==> src/rtl/spi_rap_pkg.sv <==
package spi_rap_pkg;
  localparam int ADDR_W = 6;
  localparam int WORD_W = 16;
  localparam logic [ADDR_W-1:0] ADDR_SWRST = 6'd0;
  localparam logic [ADDR_W-1:0] ADDR_RXBUF = 6'd1;
  localparam logic [ADDR_W-1:0] ADDR_TXBUF = 6'd2;

  typedef enum logic [1:0] {
    PH_IDLE = 2'd0,
    PH_HDR  = 2'd1,
    PH_DATA = 2'd2
  } phase_e;
endpackage

==> src/rtl/spi_front.sv <==
module spi_front #(
  parameter int SYNC_STAGES = 2
) (
  input  logic clk,
  input  logic rst_n,
  input  logic sclk_i,
  input  logic cs_n_i,
  input  logic mosi_i,
  output logic sclk_rise,
  output logic sclk_fall,
  output logic cs_act,
  output logic mosi_bit
);
  logic [SYNC_STAGES-1:0] s_sclk, s_cs, s_mosi;
  logic sclk_q;

  always_ff @(posedge clk or negedge rst_n) begin
    if (!rst_n) begin
      s_sclk <= '0;
      s_cs   <= '1;
      s_mosi <= '0;
      sclk_q <= 1'b0;
    end else begin
      s_sclk <= {s_sclk[SYNC_STAGES-2:0], sclk_i};
      s_cs   <= {s_cs[SYNC_STAGES-2:0], cs_n_i};
      s_mosi <= {s_mosi[SYNC_STAGES-2:0], mosi_i};
      sclk_q <= s_sclk[SYNC_STAGES-1];
    end
  end

  assign sclk_rise = s_sclk[SYNC_STAGES-1] & ~sclk_q;
  assign sclk_fall = ~s_sclk[SYNC_STAGES-1] & sclk_q;
  assign cs_act    = ~s_cs[SYNC_STAGES-1];
  assign mosi_bit  = s_mosi[SYNC_STAGES-1];
endmodule

==> src/rtl/pkt_buffer.sv <==
module pkt_buffer #(
  parameter int DEPTH = 64,
  parameter int W     = 16,
  localparam int AW   = $clog2(DEPTH)
) (
  input  logic          clk,
  input  logic          we,
  input  logic [AW-1:0] waddr,
  input  logic [W-1:0]  wdata,
  input  logic [AW-1:0] raddr,
  output logic [W-1:0]  rdata
);
  logic [W-1:0] mem [DEPTH];

  always_ff @(posedge clk) begin
    if (we) mem[waddr] <= wdata;
  end

  assign rdata = mem[raddr];
endmodule

==> src/rtl/spi_txn_ctrl.sv <==
module spi_txn_ctrl
  import spi_rap_pkg::*;
#(
  parameter int BUF_WORDS = 64,
  localparam int PW = $clog2(BUF_WORDS)
) (
  input  logic              clk,
  input  logic              rst_n,
  input  logic              sclk_rise,
  input  logic              sclk_fall,
  input  logic              cs_act,
  input  logic              mosi_bit,
  output logic              reg_wr_o,
  output logic              reg_rd_o,
  output logic [ADDR_W-1:0] reg_addr_o,
  output logic [WORD_W-1:0] reg_wdata_o,
  input  logic [WORD_W-1:0] reg_rdata_i,
  output logic              core_rst_o,
  output logic [PW-1:0]     rxb_raddr_o,
  input  logic [WORD_W-1:0] rxb_rdata_i,
  output logic              txb_we_o,
  output logic [PW-1:0]     txb_waddr_o,
  output logic [WORD_W-1:0] txb_wdata_o,
  output logic              miso_q_o
);
  phase_e              phase;
  logic [3:0]          bit_cnt;
  logic [WORD_W-1:0]   shreg, full, tx_sh;
  logic [ADDR_W-1:0]   addr;
  logic [PW-1:0]       ptr;
  logic                is_read, rx_stream, tx_stream, miso_q;
  logic                unit_done, hdr_done, word_done, hdr_read, hdr_rx;
  logic [ADDR_W-1:0]   hdr_addr;

  assign full      = {shreg[WORD_W-2:0], mosi_bit};
  assign hdr_read  = full[7];
  assign hdr_addr  = full[ADDR_W-1:0];
  assign hdr_rx    = hdr_read && (hdr_addr == ADDR_RXBUF);
  assign unit_done = cs_act && sclk_rise &&
                     ((phase == PH_HDR && bit_cnt == 4'd7) ||
                      (phase == PH_DATA && bit_cnt == 4'd15));
  assign hdr_done  = unit_done && (phase == PH_HDR);
  assign word_done = unit_done && (phase == PH_DATA);

  // Strobes are decoded from the word that completes on this rising edge.
  assign txb_we_o   = word_done && tx_stream;
  assign core_rst_o = word_done && !is_read && !tx_stream && (addr == ADDR_SWRST);
  assign reg_wr_o   = word_done && !is_read && !tx_stream && (addr != ADDR_SWRST);
  assign reg_rd_o   = (hdr_done && hdr_read && !hdr_rx) ||
                      (word_done && is_read && !rx_stream);
  assign reg_addr_o  = (phase == PH_HDR) ? hdr_addr : (is_read ? addr + 6'd1 : addr);
  assign reg_wdata_o = full;
  assign txb_waddr_o = ptr;
  assign txb_wdata_o = full;
  assign rxb_raddr_o = (phase == PH_HDR) ? '0 : ptr;
  assign miso_q_o    = miso_q;

  always_ff @(posedge clk or negedge rst_n) begin
    if (!rst_n) begin
      phase     <= PH_IDLE;
      bit_cnt   <= '0;
      shreg     <= '0;
      tx_sh     <= '0;
      addr      <= '0;
      ptr       <= '0;
      is_read   <= 1'b0;
      rx_stream <= 1'b0;
      tx_stream <= 1'b0;
      miso_q    <= 1'b0;
    end else if (!cs_act) begin
      phase   <= PH_IDLE;
      bit_cnt <= '0;
      miso_q  <= 1'b0;
    end else begin
      if (phase == PH_IDLE) phase <= PH_HDR;
      if (sclk_rise && phase != PH_IDLE) begin
        shreg   <= full;
        bit_cnt <= unit_done ? 4'd0 : bit_cnt + 4'd1;
      end
      if (hdr_done) begin
        phase     <= PH_DATA;
        is_read   <= hdr_read;
        addr      <= hdr_addr;
        rx_stream <= hdr_rx;
        tx_stream <= !hdr_read && (hdr_addr == ADDR_TXBUF);
        ptr       <= hdr_rx ? PW'(1) : '0;
        if (hdr_read) tx_sh <= hdr_rx ? rxb_rdata_i : reg_rdata_i;
      end
      if (word_done) begin
        if (rx_stream) begin
          tx_sh <= rxb_rdata_i;
          ptr   <= ptr + PW'(1);
        end else if (tx_stream) begin
          ptr <= ptr + PW'(1);
        end else begin
          addr <= addr + 6'd1;
          if (is_read) tx_sh <= reg_rdata_i;
        end
      end
      if (sclk_fall && phase == PH_DATA && is_read) begin
        miso_q <= tx_sh[WORD_W-1];
        tx_sh  <= {tx_sh[WORD_W-2:0], 1'b0};
      end
    end
  end

  assert_quiet_idle_R1: assert property (@(posedge clk) disable iff (!rst_n)
    !cs_act |-> !(reg_wr_o || reg_rd_o || core_rst_o || txb_we_o));

  assert_miso_low_in_header_R2: assert property (@(posedge clk) disable iff (!rst_n)
    (phase == PH_HDR) |-> !miso_q);

  assert_write_spacing_R3: assert property (@(posedge clk) disable iff (!rst_n)
    reg_wr_o |=> !reg_wr_o);

  assert_tx_ptr_step_R7: assert property (@(posedge clk) disable iff (!rst_n)
    txb_we_o |=> (ptr == $past(ptr) + PW'(1)));

  assert_single_strobe_R9: assert property (@(posedge clk) disable iff (!rst_n)
    $onehot0({reg_wr_o, core_rst_o, txb_we_o}));
endmodule

==> src/rtl/spi_reg_port.sv <==
module spi_reg_port
  import spi_rap_pkg::*;
#(
  parameter int BUF_WORDS   = 64,
  parameter int SYNC_STAGES = 2,
  localparam int PW = $clog2(BUF_WORDS)
) (
  input  logic              clk,
  input  logic              rst_n,
  input  logic              spi_sclk_i,
  input  logic              spi_cs_n_i,
  input  logic              spi_mosi_i,
  output logic              spi_miso_o,
  output logic              spi_miso_oe_o,
  input  logic              miso_hiz_en_i,
  output logic              reg_wr_o,
  output logic              reg_rd_o,
  output logic [ADDR_W-1:0] reg_addr_o,
  output logic [WORD_W-1:0] reg_wdata_o,
  input  logic [WORD_W-1:0] reg_rdata_i,
  output logic              core_rst_o,
  input  logic              rxb_we_i,
  input  logic [PW-1:0]     rxb_waddr_i,
  input  logic [WORD_W-1:0] rxb_wdata_i,
  input  logic [PW-1:0]     txb_raddr_i,
  output logic [WORD_W-1:0] txb_rdata_o
);
  logic sclk_rise, sclk_fall, cs_act, mosi_bit, miso_q;
  logic [PW-1:0]     rxb_raddr, txb_waddr;
  logic [WORD_W-1:0] rxb_rdata, txb_wdata;
  logic              txb_we;

  spi_front #(.SYNC_STAGES(SYNC_STAGES)) u_front (
    .clk(clk), .rst_n(rst_n), .sclk_i(spi_sclk_i), .cs_n_i(spi_cs_n_i),
    .mosi_i(spi_mosi_i), .sclk_rise(sclk_rise), .sclk_fall(sclk_fall),
    .cs_act(cs_act), .mosi_bit(mosi_bit)
  );

  spi_txn_ctrl #(.BUF_WORDS(BUF_WORDS)) u_ctrl (
    .clk(clk), .rst_n(rst_n), .sclk_rise(sclk_rise), .sclk_fall(sclk_fall),
    .cs_act(cs_act), .mosi_bit(mosi_bit),
    .reg_wr_o(reg_wr_o), .reg_rd_o(reg_rd_o), .reg_addr_o(reg_addr_o),
    .reg_wdata_o(reg_wdata_o), .reg_rdata_i(reg_rdata_i), .core_rst_o(core_rst_o),
    .rxb_raddr_o(rxb_raddr), .rxb_rdata_i(rxb_rdata),
    .txb_we_o(txb_we), .txb_waddr_o(txb_waddr), .txb_wdata_o(txb_wdata),
    .miso_q_o(miso_q)
  );

  pkt_buffer #(.DEPTH(BUF_WORDS), .W(WORD_W)) u_rx_buf (
    .clk(clk), .we(rxb_we_i), .waddr(rxb_waddr_i), .wdata(rxb_wdata_i),
    .raddr(rxb_raddr), .rdata(rxb_rdata)
  );

  pkt_buffer #(.DEPTH(BUF_WORDS), .W(WORD_W)) u_tx_buf (
    .clk(clk), .we(txb_we), .waddr(txb_waddr), .wdata(txb_wdata),
    .raddr(txb_raddr_i), .rdata(txb_rdata_o)
  );

  assign spi_miso_o    = cs_act & miso_q;
  assign spi_miso_oe_o = cs_act | ~miso_hiz_en_i;
endmodule

==> config.mk <==
export PLATFORM = sky130hd
export DESIGN_NAME = spi_reg_port
export DESIGN_NICKNAME = d
export VERILOG_FILES = /design/src/rtl/spi_rap_pkg.sv /design/src/rtl/spi_front.sv /design/src/rtl/pkt_buffer.sv /design/src/rtl/spi_txn_ctrl.sv /design/src/rtl/spi_reg_port.sv
export SDC_FILE = /design/constraint.sdc
export NUM_CORES = 2
export LEC_CHECK = 0
export ABC_CLOCK_PERIOD_IN_PS = 3500
export BUFFER_PORTS_ARGS = -buffer_cell sky130_fd_sc_hd__buf_4
export CAP_MARGIN = 0
export CORE_UTILIZATION = 48
export DETAILED_ROUTE_END_ITERATION = 16
export PLACE_DENSITY = 0.72
export REMOVE_ABC_BUFFERS = 1
export SLEW_MARGIN = 20
export SYNTH_ARGS = -nofsm -noshare
export SYNTH_HDL_FRONTEND = slang
export SYNTH_SLANG_ARGS = --single-unit
==> constraint.sdc <==
create_clock -name clk -period 3.5 [get_ports clk]
set_input_delay 0.35 -clock clk [delete_from_list [all_inputs] [get_ports clk]]
set_output_delay 0.35 -clock clk [all_outputs]
set_load 0.01 [all_outputs]
Word-level counts from Yosys, hierarchy flattened
Memories as Yosys holds them, arrays and structs flattened. Cells that the tools add are included.

Bits in writable memories: 2048. Output and inout bits: 43. Memories: 2. Word-level logic and storage cells: 101. Input port bits: 51. Register bits after elaboration: 60.

Add/sub/neg operators: 3. Muxes and demuxes: 32. Equal/unequal tests: 6. Bitwise logic cells: 8. Reductions and logical operators: 36.

Memory list: u_rx_buf.mem (depth 64, bits a word 16, read ports 1, clocked after Yosys merged registers in 0, write ports 1, RTL line pkt_buffer.sv:13) `logic [W-1:0] mem [DEPTH];`; u_tx_buf.mem (depth 64, bits a word 16, read ports 1, clocked after Yosys merged registers in 0, write ports 1, RTL line pkt_buffer.sv:13).

Operator list (number): 16-bit two-way mux (8); 6-bit two-way mux (11); 1-bit logical AND (20); 6-bit by 1-bit adder with 6-bit output, second input constant (2); 4-bit two-way mux (3); 1-bit two-way mux (7); 6-bit by 1-bit equality test with 1-bit output, second input constant (1); 6-bit by 2-bit equality test with 1-bit output, second input constant (1); 6-bit logical NOT (1); 2-bit two-way mux (3); 2-bit nonzero test (3); 6-bit nonzero test (1); 1-bit logical NOT (5); 4-bit by 1-bit adder with 4-bit output, second input constant (1); 4-bit by 3-bit equality test with 1-bit output, second input constant (1); 4-bit equality test, second input constant (1); 1-bit NOT (4); 2-bit AND reduction (2); 1-bit bitwise AND (3); 3-bit nonzero test (1); 2-bit by 1-bit equality test with 1-bit output, second input constant (1); 2-bit equality test, second input constant (1); 2-bit logical NOT (1); 1-bit logical OR (2); 1-bit bitwise OR (1).

Longest topological paths before layout
Word-level depth: 11. Gate-level depth with buffers: 12.

Cells and area by module
A second synthesis with hierarchy kept.

Cell total of the unflattened synthesis: 4057. Area total of the unflattened synthesis: 83378.7 um^2.

By module, submodules not included: pkt_buffer (seq. area each 30749.5 um^2, area each 39721.8 um^2, times used 2, cells each 1813); spi_txn_ctrl (seq. area each 1326.3 um^2, area each 3726.1 um^2, times used 1, cells each 419); spi_front (seq. area each 177.7 um^2, area each 196.4 um^2, times used 1, cells each 10); spi_reg_port (seq. area each 0.0 um^2, area each 12.5 um^2, times used 1, cells each 2).

Worst setup path after synthesis
No wires, ideal clock.

Path type: register -> register. From: register u_ctrl.ptr[2] (netlist: u_ctrl.txb_waddr_o[2]). To: memory u_tx_buf.mem[61][0] (enable). Cell stages (with the launch flop): 10. Path buffers: 7. Required time: 3.111 ns. Clock period less this slack: 2.880 ns. Slack: 0.620 ns. Data arrival time: 2.492 ns. Cells stage by stage: dfrtp_1 buf_2 buf_6 buf_6 buf_6 buf_2 buf_2 buf_4 nand4_1 nor2_1.

RTL lines: start, declared (RTL line spi_txn_ctrl.sv:30) `logic [PW-1:0] ptr;`; start signal, assigned (RTL line spi_txn_ctrl.sv:86) `ptr <= hdr_rx ? PW'(1) : '0;`; start signal, assigned (RTL line spi_txn_ctrl.sv:92) `ptr <= ptr + PW'(1);`; start signal, assigned (RTL line spi_txn_ctrl.sv:94) `ptr <= ptr + PW'(1);`; end, declared (RTL line pkt_buffer.sv:13).

Straight into the memory's write port.

Worst setup path in the final report
From: memory u_tx_buf.mem[7][11]. To: output txb_rdata_o[11].

Cells in the longest elaborated chain, start to end: 1.

RTL lines: memory 64 x 16 bit; end, declared (RTL line spi_reg_port.sv:26) `output logic [WORD_W-1:0] txb_rdata_o`.

No other way between the ends.

==> flow_summary.json <==
{
  "outcome": "completed",
  "synth-seq-area-share_pct": 75.52,
  "floorplan.die.width_um": 418.9,
  "drt_iter0_drc": 6232,
  "element_type_at_the_critical_path_end": "primary output",
  "worst-path-buf-inv": 1,
  "layout_min_cycle_time_ns": 3.404,
  "grt_pass1_vias": 43990,
  "max_freq_ghz": 0.2938,
  "p_leak_uw": 0.02991,
  "cts_max_path_buffers": 3,
  "grt_overflow": 0,
  "critical_path_start": "u_tx_buf.mem[7][11]",
  "insertion_delay_ns": 0.84,
  "synth_async_sr_flop_share_pct": 2.846,
  "clkSinkCount": 2108,
  "reg2reg_to": "u_ctrl.tx_sh[0]",
  "antenna_found_initial": 7,
  "floorplan.die.height_um": 418.9,
  "layout_nets": 4794,
  "cpLargestDelayFamily": "multiplexers",
  "place.port_buffers": 93,
  "row_count": 152,
  "final_max_slew_viol_count": 0,
  "data_required_critical_path_ns": 3.15,
  "synth_area_leader_cell": "edfxtp_1",
  "floorplan.initialDensity_pct": 48.47,
  "post_synth_num_cell_types": 65,
  "setup.worst_path.start_class": "flip-flop",
  "rsz0062_at_grt": "false",
  "critical_path_arrival_ns": 3.05,
  "vdd_ir_drop_max_mv": 0.6072,
  "route.antenna.remaining_nets": 0,
  "timing.critical_path.depth": 4,
  "hold_slack_ns": 0.05510,
  "final_critical_path_setup_slack_ns": 0.09604,
  "wl_per_cell_um": 29.21,
  "yosys_warns": 0,
  "tritoncts": "built",
  "grt_util_all_layers_pct": 24.01,
  "fillCellCount": 12720,
  "synth_area_um2": 83430,
  "hold_path_startpoint": "rxb_wdata_i[0]",
  "firstDrtPassIters": 7,
  "postSynthAreaPerCell_um2": 18.87,
  "netlist_top_cells_area": "edfxtp_1 74%, mux4_2 11%, dfrtp_1 1.7%",
  "path_cells": "mux4_2 -> mux4_2 -> mux4_2 -> buf_4",
  "layout_worst_path_cycle_share_pct": 97.26,
  "ff2ff_path_depth": 8,
  "grt_start_max_net_pins": 105,
  "boundaryPins": 94,
  "pre_cts_slack_ns": 0.3321,
  "report.final.hold_viol_count": 0,
  "dp_hpwl_um": 121000,
  "endpoint": "txb_rdata_o[11]",
  "floorplan.die_area_um2": 175500,
  "slew-limit-headroom_pct": 34.92,
  "max_slew.worst_pin.slew_ns": 0.9762,
  "finalSetupViolations": 0,
  "ctsHtreeMaxLevel": 4,
  "route.detailed.drc": 0,
  "cts_buffers": 198,
  "syn-instance-count": 4422,
  "wl_um": 210800,
  "skew_ns": 0.02778,
  "ctsRootBufferMaster": "clkbuf_16",
  "crit_path_max_fanout": 1,
  "first_pass_grt_wire_length_um": 305100,
  "synth-seq-cells": 2108,
  "synthFlopType": "edfxtp_1",
  "maxCapViolCount": 0,
  "worst_r2r_startpoint": "u_ctrl.txb_waddr_o[2]",
  "reg2reg_slack_ns": 0.28,
  "critical_path.most_common_cell": "mux4_2",
  "detailroute.via_count": 45060,
  "hold_path_class": "primary input to flip-flop",
  "powerDensity_nw_per_um2": 541.3,
  "timing.critical_path.slowest_stage_cell": "mux4_2",
  "maximum_cell_stage_delay_along_the_critical_path_ns": 0.56,
  "drt-vias-per-instance": 6.242,
  "post-synth-top-area-fraction_pct": 73.72,
  "post_cts_clock_slew_at_the_launch_and_capture_registers_of_the_worst_setup_and_hold_paths_ns": 0.06,
  "fp.coreArea_um2": 172100,
  "layout-area-overhead-vs-synth_pct": 13.94,
  "number_of_enable_type_register_cells_in_the_synthesized_netlist": 2048,
  "timing_worst_setup_path_type": "flip-flop to primary output",
  "drive_gt1_share_pct": 24.35,
  "place_congestion": 0.8730
}
-- cells in the mapped netlist, types with 40 or more instances --
master       n
nand3_1     50
mux4_2     403
clkbuf_1   140
a21oi_1    165
dfrtp_1     58
nand2_1    179
o211ai_1    46
nand4_1     40
edfxtp_1  2048
nor3_1      44
nor2_1     303
buf_2       90
o21ai_0     86
a22oi_1     45
mux2i_1    133
a31oi_1     62
a211oi_1    61
mux2_2      78
-- kinds of logic after synthesis --
family	count (synthesis)	synth area share, %
AOI/OAI and AO/OA	602	4.814
xor gates and xnor gates	7	0.07349
adders and majority gates	4	0.05999
buffers and inverters	326	1.768
DFF	2108	75.52
muxes	614	13.53
and+or+nand+nor	761	4.235
-- report_power, final --
part | switching [uW] | internal [uW]
logic | 1340 | 571
registers | 69.3 | 28100
clock network | 9270 | 12100
-- state kept, by name, indices dropped and copies added, names as in the netlist, 2 cells and up --
name	count
u_tx_buf.mem	1024
u_ctrl.addr	6
u_front.s_sclk	2
u_rx_buf.mem	1024
u_ctrl.bit_cnt	4
u_ctrl.tx_sh	16
u_ctrl.shreg	15
u_front.s_mosi	2
u_ctrl.txb_waddr_o	6
u_ctrl.phase	2
u_front.s_cs	2
-- placed cells by master, fill, tap and decap left out, types with 12 or more instances in the layout --
cell              n
a211oi_1         61
a21oi_1         165
a221o_1          30
a221oi_1         30
a22oi_1          45
a311oi_1         15
a31oi_1          62
buf_12           39
buf_4           344
bufinv_16        21
clkbuf_1         40
clkbuf_16       202
clkinv_1         45
clkinv_2         46
dfrtp_1          39
dfrtp_2          12
dlygate4sd3_1    19
edfxtp_1       2048
inv_1            36
mux2_2           78
mux2i_1         133
mux4_2          403
nand2_1         177
nand2b_1         37
nand3_1          50
nand4_1          40
nor2_1          302
nor3_1           43
nor3b_1          28
o211ai_1         46
o21ai_0          86
o221ai_1         29
or3_1            22
or4_1            17
-- per-stage QoR --
stage               total power, uW  cell area [um2]  std cells  setup TNS (ns)  utilization (%)
floorplan                     29400            82100       4135        -7779.49                -
global placement              30530            88450       6830               0            51.39
detailed placement            30590            88450       6830               0            51.39
CTS                           51660            95040       7217               0            55.22
global route                  52710            95050       7217               0            55.23
finish                        51450            95050       7218               0            55.23
-- routing by layer --
metal | GRT usage (%) | wire [um] | vias to the layer above
li1 | - | - | 18710
met1 | 32.63 | 80310 | 23410
met2 | 39.36 | 104400 | 2597
met3 | 4.175 | 19540 | 341
met5 | 0 | 45 | -
met4 | 8.158 | 6569 | 6
-- worst min path at each step --
stage / end / cells after the start
after floorplan: u_ctrl.addr[0] / 0
after global placement: u_front.s_mosi[1] / 0
after detailed placement: u_front.s_mosi[1] / 0
after CTS: u_rx_buf.mem[50][0] / 1
after global routing: u_rx_buf.mem[13][0] / 1
final: u_rx_buf.mem[15][0] / 1
-- timing repair --
item                       CTS  global route
hold endpoints to repair    61             0
hold buffers                19             0
buffers inserted             0             0
setup endpoints to repair    1             0
resized for setup            1             0
-- layout make-up --
| type | count | area, um2 | share of cell area (%) |
|---|---|---|---|
| Antenna cell | 1 | 2.502 | 0.002633 |
| Clock buffer | 242 | 5205 | 5.476 |
| Clock inverter | 126 | 1194 | 1.256 |
| Inverter | 39 | 146.4 | 0.1540 |
| Multi-Input combinational cell | 1988 | 18990 | 19.98 |
| Sequential cell | 2108 | 63040 | 66.32 |
| Tap cell | 2310 | 2890 | 3.041 |
| Timing Repair Buffer | 404 | 3583 | 3.770 |
(Power assumes the default switching activity.)
